## config.mk

```make
export PLATFORM = sky130hd
export DESIGN_NAME = spi_rd_host
export DESIGN_NICKNAME = d
export VERILOG_FILES = /design/src/rtl/spi_rd_pkg.sv /design/src/rtl/spi_rd_tick.sv /design/src/rtl/spi_rd_hdr.sv /design/src/rtl/spi_rd_rx.sv /design/src/rtl/spi_rd_host.sv
export SDC_FILE = /design/constraint.sdc
export NUM_CORES = 1
export LEC_CHECK = 0
export BUFFER_PORTS_ARGS = -buffer_cell sky130_fd_sc_hd__buf_2
export CORE_AREA = 3 3 109 111
export CTS_BUF_LIST = sky130_fd_sc_hd__clkbuf_2 sky130_fd_sc_hd__clkbuf_4 sky130_fd_sc_hd__clkbuf_8
export DETAILED_ROUTE_END_ITERATION = 10
export DIE_AREA = 0 0 112 114
export SETUP_SLACK_MARGIN = 0.15
export SLEW_MARGIN = 10
export SYNTH_ARGS = -nofsm -noshare
export SYNTH_HDL_FRONTEND = slang
export SYNTH_SLANG_ARGS = --single-unit
```

## constraint.sdc

```tcl
create_clock -name clk -period 6.93 [get_ports clk]
set_input_delay 0 -clock clk [delete_from_list [all_inputs] [get_ports clk]]
set_output_delay 0 -clock clk [all_outputs]
set_load 0.1 [all_outputs]
```

## src/rtl/spi_rd_pkg.sv

```systemverilog
package spi_rd_pkg;

  typedef enum logic [1:0] {
    SPD_LOW  = 2'd0,
    SPD_STD  = 2'd1,
    SPD_FAST = 2'd2,
    SPD_ALT  = 2'd3
  } speed_t;

  typedef enum logic [1:0] {
    ST_IDLE = 2'd0,
    ST_XFER = 2'd1,
    ST_GAP  = 2'd2
  } state_t;

  localparam int ADDR_W  = 24;
  localparam int HDR_MAX = 48;
  localparam int HDR_CW  = $clog2(HDR_MAX + 1);

  function automatic logic [7:0] cmd_of(input logic [1:0] spd);
    case (spd)
      SPD_LOW: cmd_of = 8'h03;
      SPD_STD: cmd_of = 8'h0B;
      default: cmd_of = 8'h1B;
    endcase
  endfunction

  function automatic logic [HDR_CW-1:0] hdr_bits_of(input logic [1:0] spd);
    case (spd)
      SPD_LOW: hdr_bits_of = HDR_CW'(32);
      SPD_STD: hdr_bits_of = HDR_CW'(40);
      default: hdr_bits_of = HDR_CW'(48);
    endcase
  endfunction

endpackage

```

## src/rtl/spi_rd_tick.sv

```systemverilog
module spi_rd_tick #(
  parameter int DIV_W = 8
) (
  input  logic             clk,
  input  logic             rst_n,
  input  logic             en,
  input  logic [DIV_W-1:0] div,
  output logic             tick
);
  logic [DIV_W-1:0] cnt_q;

  assign tick = en && (cnt_q == div);

  always_ff @(posedge clk or negedge rst_n) begin
    if (!rst_n)       cnt_q <= '0;
    else if (!en)     cnt_q <= '0;
    else if (tick)    cnt_q <= '0;
    else              cnt_q <= cnt_q + 1'b1;
  end
endmodule

```

## src/rtl/spi_rd_hdr.sv

```systemverilog
module spi_rd_hdr
  import spi_rd_pkg::*;
(
  input  logic              clk,
  input  logic              rst_n,
  input  logic              load,
  input  logic [7:0]        cmd,
  input  logic [ADDR_W-1:0] addr,
  input  logic [HDR_CW-1:0] nbits,
  input  logic              shift,
  output logic              mosi,
  output logic              last
);
  localparam int PAD_W = HDR_MAX - 8 - ADDR_W;

  logic [HDR_MAX-1:0] sreg_q;
  logic [HDR_CW-1:0]  rem_q;

  assign mosi = (rem_q != '0) ? sreg_q[HDR_MAX-1] : 1'b0;
  assign last = (rem_q == HDR_CW'(1));

  always_ff @(posedge clk or negedge rst_n) begin
    if (!rst_n) begin
      sreg_q <= '0;
      rem_q  <= '0;
    end else if (load) begin
      sreg_q <= {cmd, addr, {PAD_W{1'b0}}};
      rem_q  <= nbits;
    end else if (shift && rem_q != '0) begin
      sreg_q <= {sreg_q[HDR_MAX-2:0], 1'b0};
      rem_q  <= rem_q - 1'b1;
    end
  end
endmodule

```

## src/rtl/spi_rd_rx.sv

```systemverilog
module spi_rd_rx (
  input  logic       clk,
  input  logic       rst_n,
  input  logic       clr,
  input  logic       sample,
  input  logic       miso,
  input  logic       rd_ready,
  output logic       rd_valid,
  output logic [7:0] rd_data,
  output logic       at_byte_start
);
  logic [2:0] idx_q;
  logic [6:0] part_q;

  assign at_byte_start = (idx_q == 3'd0);

  always_ff @(posedge clk or negedge rst_n) begin
    if (!rst_n) begin
      idx_q    <= '0;
      part_q   <= '0;
      rd_valid <= 1'b0;
      rd_data  <= '0;
    end else begin
      if (rd_valid && rd_ready) rd_valid <= 1'b0;
      if (clr) begin
        idx_q <= '0;
      end else if (sample) begin
        part_q <= {part_q[5:0], miso};
        idx_q  <= idx_q + 1'b1;
        if (idx_q == 3'd7) begin
          rd_data  <= {part_q, miso};
          rd_valid <= 1'b1;
        end
      end
    end
  end
endmodule

```

## src/rtl/spi_rd_host.sv

```systemverilog
module spi_rd_host
  import spi_rd_pkg::*;
#(
  parameter int CNT_W = 16,
  parameter int DIV_W = 8
) (
  input  logic              clk,
  input  logic              rst_n,
  input  logic              req_valid,
  output logic              req_ready,
  input  logic [ADDR_W-1:0] req_addr,
  input  logic [CNT_W-1:0]  req_len,
  input  logic [1:0]        req_speed,
  input  logic [DIV_W-1:0]  clk_div,
  output logic              busy,
  output logic              spi_cs_n,
  output logic              spi_sck,
  output logic              spi_mosi,
  input  logic              spi_miso,
  output logic              rd_valid,
  input  logic              rd_ready,
  output logic [7:0]        rd_data
);
  state_t           st_q;
  logic             sck_q;
  logic             cs_n_q;
  logic             in_data_q;
  logic [CNT_W-1:0] left_q;
  logic [DIV_W-1:0] div_q;
  logic [1:0]       gap_q;

  logic tick, rise, fall, stall, tick_en, accept;
  logic hdr_last, byte_start;

  assign req_ready = (st_q == ST_IDLE);
  assign accept    = req_valid && req_ready;
  assign busy      = (st_q == ST_XFER);
  assign spi_sck   = sck_q;
  assign spi_cs_n  = cs_n_q;

  assign stall   = in_data_q && !sck_q && byte_start && rd_valid;
  assign tick_en = ((st_q == ST_XFER) && !stall) || (st_q == ST_GAP);
  assign rise    = tick && !sck_q && (st_q == ST_XFER);
  assign fall    = tick && sck_q && (st_q == ST_XFER);

  spi_rd_tick #(.DIV_W(DIV_W)) tick_i (
    .clk  (clk),
    .rst_n(rst_n),
    .en   (tick_en),
    .div  (div_q),
    .tick (tick)
  );

  spi_rd_hdr hdr_i (
    .clk  (clk),
    .rst_n(rst_n),
    .load (accept),
    .cmd  (cmd_of(req_speed)),
    .addr (req_addr),
    .nbits(hdr_bits_of(req_speed)),
    .shift(fall && !in_data_q),
    .mosi (spi_mosi),
    .last (hdr_last)
  );

  spi_rd_rx rx_i (
    .clk          (clk),
    .rst_n        (rst_n),
    .clr          (accept),
    .sample       (rise && in_data_q),
    .miso         (spi_miso),
    .rd_ready     (rd_ready),
    .rd_valid     (rd_valid),
    .rd_data      (rd_data),
    .at_byte_start(byte_start)
  );

  always_ff @(posedge clk or negedge rst_n) begin
    if (!rst_n) begin
      st_q      <= ST_IDLE;
      sck_q     <= 1'b0;
      cs_n_q    <= 1'b1;
      in_data_q <= 1'b0;
      left_q    <= '0;
      div_q     <= '0;
      gap_q     <= '0;
    end else begin
      case (st_q)
        ST_IDLE: begin
          if (accept) begin
            st_q      <= ST_XFER;
            cs_n_q    <= 1'b0;
            sck_q     <= 1'b0;
            in_data_q <= 1'b0;
            left_q    <= req_len;
            div_q     <= clk_div;
          end
        end
        ST_XFER: begin
          if (rise) sck_q <= 1'b1;
          if (fall) begin
            sck_q <= 1'b0;
            if (!in_data_q) begin
              if (hdr_last) in_data_q <= 1'b1;
            end else if (byte_start) begin
              if (left_q == '0) begin
                st_q      <= ST_GAP;
                cs_n_q    <= 1'b1;
                in_data_q <= 1'b0;
                gap_q     <= '0;
              end else begin
                left_q <= left_q - 1'b1;
              end
            end
          end
        end
        ST_GAP: begin
          if (tick) begin
            gap_q <= gap_q + 1'b1;
            if (gap_q == 2'd3) st_q <= ST_IDLE;
          end
        end
        default: st_q <= ST_IDLE;
      endcase
    end
  end
endmodule

```

==> results of run 1 <==
## state kept, by name, summed over array words and instances (netlist names)
| register | count |
|---|---|
| hdr_i.sreg_q | 32 |
| left_q | 16 |
| div_q | 8 |
| rx_i.rd_data | 8 |
| tick_i.cnt_q | 8 |
| rx_i.part_q | 7 |
| hdr_i.rem_q | 6 |
| rx_i.idx_q | 3 |
| gap_q | 2 |
| st_q | 2 |
| in_data_q | 1 |
| rx_i.rd_valid | 1 |
| spi_cs_n | 1 |
| spi_sck | 1 |
## Yosys cell counts (2+ instances only)
cell and count:
nor4_2 3, or2_2 2, nand3_1 77, a31o_2 2, a21oi_1 18, mux2i_1 3, a41oi_1 2, clkbuf_1 21
o22ai_1 6, nor4_1 6, a2111oi_0 2, inv_1 11, nor3_1 13, ha_1 10, and2_1 2, o41ai_1 2
and3_1 6, or4_1 3, xor2_1 13, nand2_2 2, a21o_1 3, a41o_1 3, nand2b_1 5, buf_2 5
o211ai_1 7, nor2_1 35, clkinv_1 2, nand4_1 10, mux2_2 3, buf_1 5, dfrtp_1 95, o22a_1 5
a31oi_1 4, or3_1 3, o21ai_0 8, mux2_1 13, nor3_4 2, xnor2_1 4, nand2_1 88, a221oi_1 3
a311oi_1 2
## cells in the final DEF, fill, tap and decap left out, types with 6 or more instances in the layout
cell type / synthesis / final
dfrtp_1: 95 / 95
nand2_1: 88 / 87
nand3_1: 77 / 77
buf_2: 5 / 67
dlygate4sd3_1: 0 / 44
nor2_1: 35 / 35
a21oi_1: 18 / 18
xor2_1: 13 / 13
mux2_1: 13 / 13
nor3_1: 13 / 13
inv_1: 11 / 11
nand4_1: 10 / 10
ha_1: 10 / 10
clkbuf_8: 0 / 9
o21ai_0: 8 / 8
o211ai_1: 7 / 7
buf_4: 1 / 7
and3_1: 6 / 6
nor4_1: 6 / 6
o22ai_1: 6 / 6
## worst min-delay path, stage by stage
cell and delay [ps]:
buf_2 100, o22ai_1 150, a221oi_1 100
## repair_timing
item                      in CTS  in global routing
hold buffers                  44                  0
resized for setup              0                  0
hold endpoints to repair      80                  0
## routing by layer
metal | vias to the layer above | global-route usage | share of wire
li1 | 2089 | - | -
met1 | 2084 | 0.2700 | 0.46
met2 | 110 | 0.3094 | 0.47
met3 | 31 | 0.03660 | 0.046
met4 | 0 | 0.09696 | 0.027
met5 | - | 0 | 0
## kinds of logic after synthesis
family / after synthesis
simple gates: 267
fa+ha+maj: 10
xor+xnor: 17
compound gates: 78
mux: 19
buf+inv: 46
flops: 96
## cell type report
class / instances / area, um^2 / area share
repair buffers: 118 / 828.3 / 0.1378
well taps: 140 / 175.2 / 0.02914
clock inverters: 6 / 66.31 / 0.01103
flip-flops and latches: 96 / 2404 / 0.3999
clock buffers: 10 / 131.4 / 0.02186
multi-input cells: 391 / 2357 / 0.3922
inverters: 13 / 48.80 / 0.008118
## stage by stage
step                hold slack [ps]  total power, W  cell area, um^2
floorplan                    -295.6        0.001202             4949
global placement             -5.321        0.001324             5373
detailed placement           -5.699        0.001343             5373
CTS                           6.175        0.001743             6011
global route                  21.75        0.001857             6011
finish                        26.44        0.001729             6011
## power groups by stage
stage               logic [W]  clock network, W  registers (W)
floorplan            0.000400                 0       0.000802
global placement     0.000496                 0       0.000828
detailed placement   0.000510                 0       0.000834
CTS                  0.000531          0.000389       0.000822
global route         0.000600          0.000411       0.000847
finish               0.000527          0.000377       0.000824
## worst max path at each step
stage / depth (start not counted) / slack, ps / end
after floorplan: 3 / 4100 / spi_mosi
after global placement: 6 / 3990 / left_q[10]
after detailed placement: 6 / 3970 / left_q[10]
after CTS: 6 / 3960 / left_q[10]
after global routing: 6 / 3680 / left_q[10]
final: 6 / 3930 / left_q[10]
==> results.json, run 1 <==
{
  "status": "finished clean",
  "rows": 38,
  "viasPerCell": 5.574,
  "fmax_mhz": 333.8,
  "synth_xor_xnor_area_share": 0.03009,
  "gp_congestion": 0.8985,
  "synthFlopType": "dfrtp_1",
  "grt_max_degree": 66,
  "setup_ws_ps": 3934,
  "r2r_cells": 6,
  "synth_largest_area_cell": "dfrtp_1",
  "fillCellCount": 981,
  "ios": 69,
  "synth_top_area_share": 0.4804,
  "drt_iter0_drc": 249,
  "power.share.combinational": 0.305,
  "worstSkewPairLatency_ps": 370,
  "setup_tns_ps": 0,
  "wirelength_um": 11960,
  "remaining_drc_errors": 0,
  "ant_nets": 0,
  "synth_edf_count": 0,
  "worst_pin_slew_ps": 1114,
  "ir_drop_mv": 0.1509,
  "route.vias.total": 4314,
  "fin_util": 0.5521,
  "synth_compound_gate_area_share": 0.1120,
  "die_h_um": 114,
  "port_buffers": 68,
  "post_cts_buffers": 0,
  "cts_buffer_depth": 2,
  "critical_path.startpoint": "st_q[1]",
  "syn_to_final_growth_pct": 21.47,
  "power.internal_w": 0.001069,
  "preCtsSetupSlack_ps": 3966,
  "start_kind": "flip-flop",
  "root_buffer": "clkbuf_8",
  "pwr-share-clk": 0.218,
  "synthMuxAreaShare": 0.04248,
  "hp-start": "req_len[15]",
  "hp-class": "input pin to flip-flop",
  "r2r-start": "st_q[1]",
  "synth_nets": 598,
  "core_region_area_mm2": 0.01089,
  "finalMaxSlewViolations": 0,
  "power_density_mw_per_mm2": 287.6,
  "slowest_delay_ps": 970,
  "path_cells": "nand2b_1 -> buf_4 -> clkinv_1 -> a31oi_1 -> a21oi_1 -> o2bb2a_1",
  "placed_cells": 714,
  "seq_area_frac_synth": 0.4857,
  "cts_inserted_buffers": 9,
  "post_drt_wl_per_cell_um": 15.45,
  "gr-total-overflow": 0,
  "cp_max_fo": 35,
  "min_period_ps": 2996,
  "finalCritPeriodShare": 0.4323,
  "die_w_um": 112,
  "die-area_mm2": 0.01277,
  "holdPathStages": 3,
  "antenna_cells": 0,
  "yosys_warnings": 0,
  "r2r_end": "left_q[10]",
  "cp.required_ps": 7190,
  "grt_pass1_wl_um": 20760,
  "final_net_count": 694,
  "first_pass_iters": 4,
  "setup_viol": 0,
  "reg2reg_slack_ps": 3930,
  "clock-sinks": 96,
  "p_sw_w": 0.0006596,
  "cts_tree": "yes",
  "synth_cells": 533,
  "antenna_found_initial": 0,
  "syn_avg_cell_area_um2": 9.284,
  "track_usage": 0.1989,
  "initial_core_util": 0.4545,
  "cts_max_level": 3,
  "synth.distinct_cells": 65,
  "slowest_stage": "a31oi_1",
  "async_reset_ff_frac": 1.000,
  "path_class": "flip-flop to flip-flop",
  "cp.arrival_ps": 3260,
  "cp-end-kind": "flip-flop",
  "synth_top_family_by_area": "simple AND/OR/NAND/NOR gates",
  "synthAdderAreaFrac": 0.02528,
  "grt_pass1_vias": 4290,
  "critPathTopFamily": "compound AO/OA/AOI/OAI gates",
  "p_sw_frac": 0.3816,
  "p_leak_nw": 2.799,
  "final_cells": 774,
  "synth-seq-cells": 96,
  "cts.clk_slew.worst_paths_ps": 100,
  "synth-simple-area-share": 0.2660,
  "finalHoldViolCount": 0,
  "synth.area.top_cells": "dfrtp_1 48%, nand3_1 7.8%, nand2_1 6.7%, mux2_1 3.0%, nor2_1 2.7%",
  "slew_headroom": 0.2502,
  "path_buf_inv": 2,
  "fin_skew_ps": 9.510,
  "dp_hpwl_um": 7756,
  "netlist_area_mm2": 0.004948,
  "hold_end": "left_q[15]",
  "pwr-share-seq": 0.477,
  "layout-drive-gt1-share": 0.1751,
  "drv_cap": 0,
  "grt_setup_unrepaired": "false"
}
Note: power is estimated with default switching activity, not from simulation.
==> run 2: changes to the inputs <==
- PLACE_DENSITY: default -> 0.67
- clock period: 6.93 -> 2.6 ns (I/O delays scaled with it)
==> run 2 against run 1 <==
Count of clock-buffer cells in the layout grew 1. Sequential power grew to 2.7 times the previous value. Non-clock buffer count grew 15. Clock skew grew 3.7 ps. Combinational power grew to 2.9 times the previous value. Worst setup slack lost 3700 ps. Highest routed layer unchanged. Utilization grew 1.4 points. Critical path depth shrank 1. Register-to-register slack lost 3700 ps. Largest power group unchanged. Via count grew 0.81%.
==> results.json, run 2 (synthesized netlist as in run 1, its figures left out) <==
{
  "design_area_mm2": 0.006163,
  "ir_drop_mv": 0.4016,
  "final_common_cell": "dfrtp_1",
  "path_class": "flip-flop to flip-flop",
  "largest_reg_flops": 32,
  "viasPerCell": 5.512,
  "post_drt_wl_per_cell_um": 15.44,
  "root_buffer": "clkbuf_8",
  "core_region_area_mm2": 0.01089,
  "worstSkewPairLatency_ps": 360,
  "syn_to_final_growth_pct": 24.55,
  "cts_buffer_depth": 2,
  "finalMaxSlewViolations": 0,
  "track_usage": 0.2013,
  "rows": 38,
  "cp.arrival_ps": 2550,
  "slowest_delay_ps": 640,
  "wirelength_um": 12180,
  "hp-start": "req_len[7]",
  "regMostFlops": "hdr_i.sreg_q",
  "dp_hpwl_um": 8004,
  "die_h_um": 114,
  "cp.required_ps": 2830,
  "grt_setup_unrepaired": "true",
  "port_buffers": 68,
  "path_cells": "xor2_1 -> or4_4 -> nor3_2 -> o21a_1 -> a221oi_1",
  "r2r-start": "tick_i.cnt_q[5]",
  "hold_end": "left_q[7]",
  "antenna_cells": 0,
  "holdPathStages": 3,
  "grt_pass1_wl_um": 21200,
  "hp-class": "input pin to flip-flop",
  "cp-end-kind": "flip-flop",
  "layout-drive-gt1-share": 0.2018,
  "setup_viol": 0,
  "drt_iter0_drc": 350,
  "antenna_found_initial": 0,
  "cts_max_level": 3,
  "ant_nets": 0,
  "preCtsSetupSlack_ps": 156.3,
  "gr-total-overflow": 0,
  "finalCritPeriodShare": 0.8947,
  "cts_inserted_buffers": 9,
  "fin_skew_ps": 13.18,
  "gp_congestion": 0.8486,
  "cts_tree": "yes",
  "cts.clk_slew.worst_paths_ps": 90,
  "whs_ps": 7.276,
  "die_w_um": 112,
  "first_pass_iters": 5,
  "worst_pin_slew_ps": 795.7,
  "grt_max_degree": 62,
  "setup_ws_ps": 273.7,
  "fmax_mhz": 429.9,
  "setup_tns_ps": 0,
  "start_kind": "flip-flop",
  "r2r_cells": 5,
  "slew_headroom": 0.4695,
  "p_leak_nw": 2.881,
  "min_period_ps": 2326,
  "remaining_drc_errors": 0,
  "reg_top3": "hdr_i.sreg_q (32), left_q (16)",
  "placed_cell_area_mm2": 0.005514,
  "cp_max_fo": 7,
  "final_net_count": 709,
  "die-area_mm2": 0.01277,
  "ios": 69,
  "grt_pass1_vias": 4499,
  "mostFrequentLayoutCells": "94 x dfrtp_1, 87 x nand2_1, 77 x nand3_1",
  "drv_cap": 0,
  "fin_util": 0.5661,
  "reg2reg_slack_ps": 270,
  "power_density_mw_per_mm2": 769.4,
  "r2r_end": "left_q[13]",
  "route.vias.total": 4349,
  "initial_core_util": 0.4545,
  "status": "finished clean",
  "finalHoldViolCount": 0,
  "clock-sinks": 96,
  "slowest_stage": "or4_4"
}
==> run 2: per-layer routing <==
metal / share of wire / track usage / vias up
met5: 0 / 0 / -
met4: 0.012 / 0.07131 / 0
met3: 0.057 / 0.03714 / 18
met2: 0.48 / 0.3337 / 151
met1: 0.45 / 0.2670 / 2056
li1: - / - / 2124
==> run 2: final cells by class <==
| cell class | count | area [um^2] |
|---|---|---|
| Fill cell | 944 | 4725 |
| Sequential cell | 96 | 2405 |
| Multi-Input combinational cell | 391 | 2370 |
| Timing Repair Buffer | 133 | 963.4 |
| Tap cell | 140 | 175.2 |
| Clock buffer | 11 | 145.1 |
| Clock inverter | 5 | 56.30 |
| Inverter | 13 | 48.80 |
==> run 2: worst max path at each step <==
| stage | from | endpoint |
|---|---|---|
| final | tick_i.cnt_q[5] | left_q[13] |
| after global routing | tick_i.cnt_q[3] | left_q[1] |
| after CTS | left_q[0] | left_q[13] |
| after detailed placement | tick_i.cnt_q[6] | left_q[13] |
| after global placement | tick_i.cnt_q[6] | left_q[1] |
| after floorplan | st_q[1] | left_q[14] |
==> run 2: power breakdown <==
part	switching [W]	internal, W	leakage [nW]	total [W]
Combinational	0.000909	0.000631	1.57	0.00154
Clock	0.000523	0.000481	0.103	0.00100
Sequential	0.000352	0.00185	1.20	0.00220
==> run 2: critical path, delay by kind of cell, from the launching register on <==
family                    cells  cell delay [ps]
xor gates and xnor gates      1              220
AOI/OAI and AO/OA             2              480
and+or+nand+nor               2             1060
DFF                           1              430
==> run 2: per-stage QoR <==
step | total power [W] | std cells
3_3_place_gp | 0.003603 | 729
5_1_grt | 0.005092 | 789
4_1_cts | 0.004760 | 788
6_report | 0.004742 | 789
3_5_place_dp | 0.003683 | 729
2_1_floorplan | 0.003205 | 533
==> run 2: repair_timing <==
action,in CTS,in global routing
hold endpoints to repair,105,0
resized for setup,1,1
endpoints found under the setup margin,12,13
hold buffers,43,0
pin swaps,0,1
buffers inserted,0,1
==> run 3: changes to the inputs <==
- ABC_AREA: default -> 1
- CORE_AREA: 3 3 109 111 -> 3 3 104 106
- DIE_AREA: 0 0 112 114 -> 0 0 107 109
- PLACE_DENSITY: 0.67 -> 0.76
==> run 3 against run 2 <==
Routed wire length increased by 3.8%. Global-route usage rose by 2.5 points. Clock skew hardly changed. Flip-flop and latch count stayed put. Largest cell class is now multi-input gates.
==> results.json, run 3 <==
{
  "hp-class": "input pin to flip-flop",
  "regMostFlops": "hdr_i.sreg_q",
  "path_cells": "inv_2 -> nand2_1 -> nand2_1 -> nor2_1 -> nand2_1 -> nor2_4 -> nand2_1 -> nand2_2 -> nand2_2 -> nand2_1 -> nand2_1",
  "seq_area_frac_synth": 0.4530,
  "syn_to_final_growth_pct": 21.32,
  "cp.required_ps": 2850,
  "finalMaxSlewViolations": 0,
  "synth_edf_count": 0,
  "fin_skew_ps": 12.84,
  "min_period_ps": 2152,
  "root_buffer": "clkbuf_8",
  "yosys_warnings": 0,
  "initial_core_util": 0.5379,
  "mostFrequentLayoutCells": "316 x nand2_1, 95 x dfrtp_1, 94 x nand3_1",
  "synthTopCellsByCount": "317 x nand2_1, 95 x dfrtp_1, 94 x nand3_1",
  "dp_hpwl_um": 8584,
  "drv_cap": 0,
  "gp_congestion": 0.9739,
  "synthFlopType": "dfrtp_1",
  "power.share.combinational": 0.305,
  "grt_pass1_wl_um": 21560,
  "slowest_delay_ps": 470,
  "netlist_area_mm2": 0.005306,
  "post_cts_buffers": 0,
  "finalCritPeriodShare": 0.8277,
  "final_common_cell": "nand2_1",
  "pwr-share-seq": 0.478,
  "port_buffers": 68,
  "gr-total-overflow": 0,
  "cts.clk_slew.worst_paths_ps": 90,
  "layout-drive-gt1-share": 0.1331,
  "worst_pin_slew_ps": 706.1,
  "cts_inserted_buffers": 9,
  "largest_reg_flops": 32,
  "grt_max_degree": 54,
  "placed_cell_area_mm2": 0.005753,
  "cp.arrival_ps": 2400,
  "synth-seq-cells": 96,
  "first_pass_iters": 5,
  "slew_headroom": 0.5293,
  "cts_tree": "yes",
  "pwr-share-clk": 0.217,
  "slowest_stage": "dfrtp_1",
  "async_reset_ff_frac": 1.000,
  "ios": 69,
  "route.vias.total": 5085,
  "wirelength_um": 12650,
  "track_usage": 0.2264,
  "setup_tns_ps": 0,
  "path_class": "flip-flop to flip-flop",
  "die-area_mm2": 0.01166,
  "p_leak_nw": 3.531,
  "holdBufCountCts": 50,
  "die_h_um": 109,
  "synth.area.top_cells": "dfrtp_1 45%, nand2_1 22%, nand3_1 8.9%, inv_1 4.0%, nor2_1 3.3%",
  "status": "finished clean",
  "synth_cells": 737,
  "p_sw_frac": 0.3730,
  "synth.distinct_cells": 35,
  "cts_max_level": 3,
  "synth_nets": 802,
  "p_sw_w": 0.001613,
  "worstSkewPairLatency_ps": 370,
  "remaining_drc_errors": 0,
  "grt_setup_unrepaired": "false",
  "final_net_count": 909,
  "synth_top_area_share": 0.4480,
  "synth_largest_area_cell": "dfrtp_1",
  "power_density_mw_per_mm2": 671.7,
  "post_drt_wl_per_cell_um": 12.88,
  "start_kind": "flip-flop",
  "crit_path_frequent_cell": "nand2_1",
  "fmax_mhz": 464.7,
  "rows": 36,
  "critPathTopFamily": "simple AND/OR/NAND/NOR gates",
  "die_w_um": 107,
  "antenna_cells": 0,
  "antenna_found_initial": 0,
  "syn_avg_cell_area_um2": 7.200,
  "reg_top3": "hdr_i.sreg_q (32), left_q (16)",
  "ir_drop_mv": 0.6988,
  "cp_max_fo": 22,
  "path_buf_inv": 1,
  "finalHoldViolCount": 0,
  "grt_pass1_vias": 4954,
  "ant_nets": 0,
  "drt_iter0_drc": 271,
  "viasPerCell": 5.178,
  "core_region_area_mm2": 0.009864,
  "power.internal_w": 0.002711,
  "setup_viol": 0,
  "cp-end-kind": "flip-flop",
  "cts_buffer_depth": 2,
  "cts_resized": 0,
  "design_area_mm2": 0.006437,
  "clock-sinks": 96,
  "yosysMostFrequentCell": "nand2_1"
}
## run 3: layout make-up
type	count	area [um^2]
Sequential cell	96	2404
Tap cell	133	166.4
Clock buffer	9	123.9
Inverter	60	225.2
Timing Repair Buffer	126	940.9
Multi-Input combinational cell	551	2517
Fill cell	820	3427
Clock inverter	7	60.06
## run 3: logic make-up (layout without fill, tap and decap cells)
group | after synthesis | in the layout | share of synthesized area
compound gates | 48 | 48 | 0.05352
xor+xnor | 11 | 11 | 0.01816
fa+ha+maj | 10 | 10 | 0.02358
buf+inv | 90 | 202 | 0.07356
flops | 96 | 96 | 0.4530
mux | 3 | 3 | 0.005659
simple gates | 479 | 479 | 0.3726
## run 3: worst reg2reg max path: cells and delay by family (launching register included)
family,cells,cell delay (ps)
buffers and inverters,1,80
flip-flops,1,470
AND/OR/NAND/NOR,10,1490
## run 3: through the flow
stage               power [W]  hold WS, ps  utilization  setup slack [ps]  instances
global route         0.004656        28.89       0.6526             217.9        982
detailed placement   0.003349        105.6       0.5832             504.2        916
finish               0.004324        17.93       0.6526             447.9        982
floorplan            0.003023       -295.6            -             345.3        737
global placement     0.003262        94.20       0.5832             636.9        916
CTS                  0.004352        9.184       0.6526             484.2        982
## run 3: final timing paths
path | from | to | slack, ps | cells past startpoint
max | tick_i.cnt_q[4] | left_q[15] | 450 | 11
min | req_len[10] | left_q[10] | 20 | 5
max reg2reg | tick_i.cnt_q[4] | left_q[15] | 450 | 11
min reg2reg | rx_i.rd_data[7] | rx_i.rd_data[7] | 470 | 2
max in group asynchronous | rst_n | hdr_i.sreg_q[45] | 1680 | 3
min in group asynchronous | rst_n | left_q[2] | 230 | 2
## run 3: routing by layer
layer  global-route usage  up-vias  share of wire
met2               0.3997      160           0.51
met5                    0        -              0
met3              0.03789       29          0.050
li1                     -     2536              -
met1               0.2793     2360           0.42
met4              0.08584        0          0.020
## run 3: power groups by stage
stage	clock [W]	sequential (W)	combinational (W)
after floorplan	0	0.00207	0.000953
after global placement	0	0.00207	0.00120
after detailed placement	0	0.00209	0.00126
after CTS	0.000966	0.00206	0.00132
after global routing	0.00103	0.00211	0.00152
final	0.000938	0.00207	0.00132
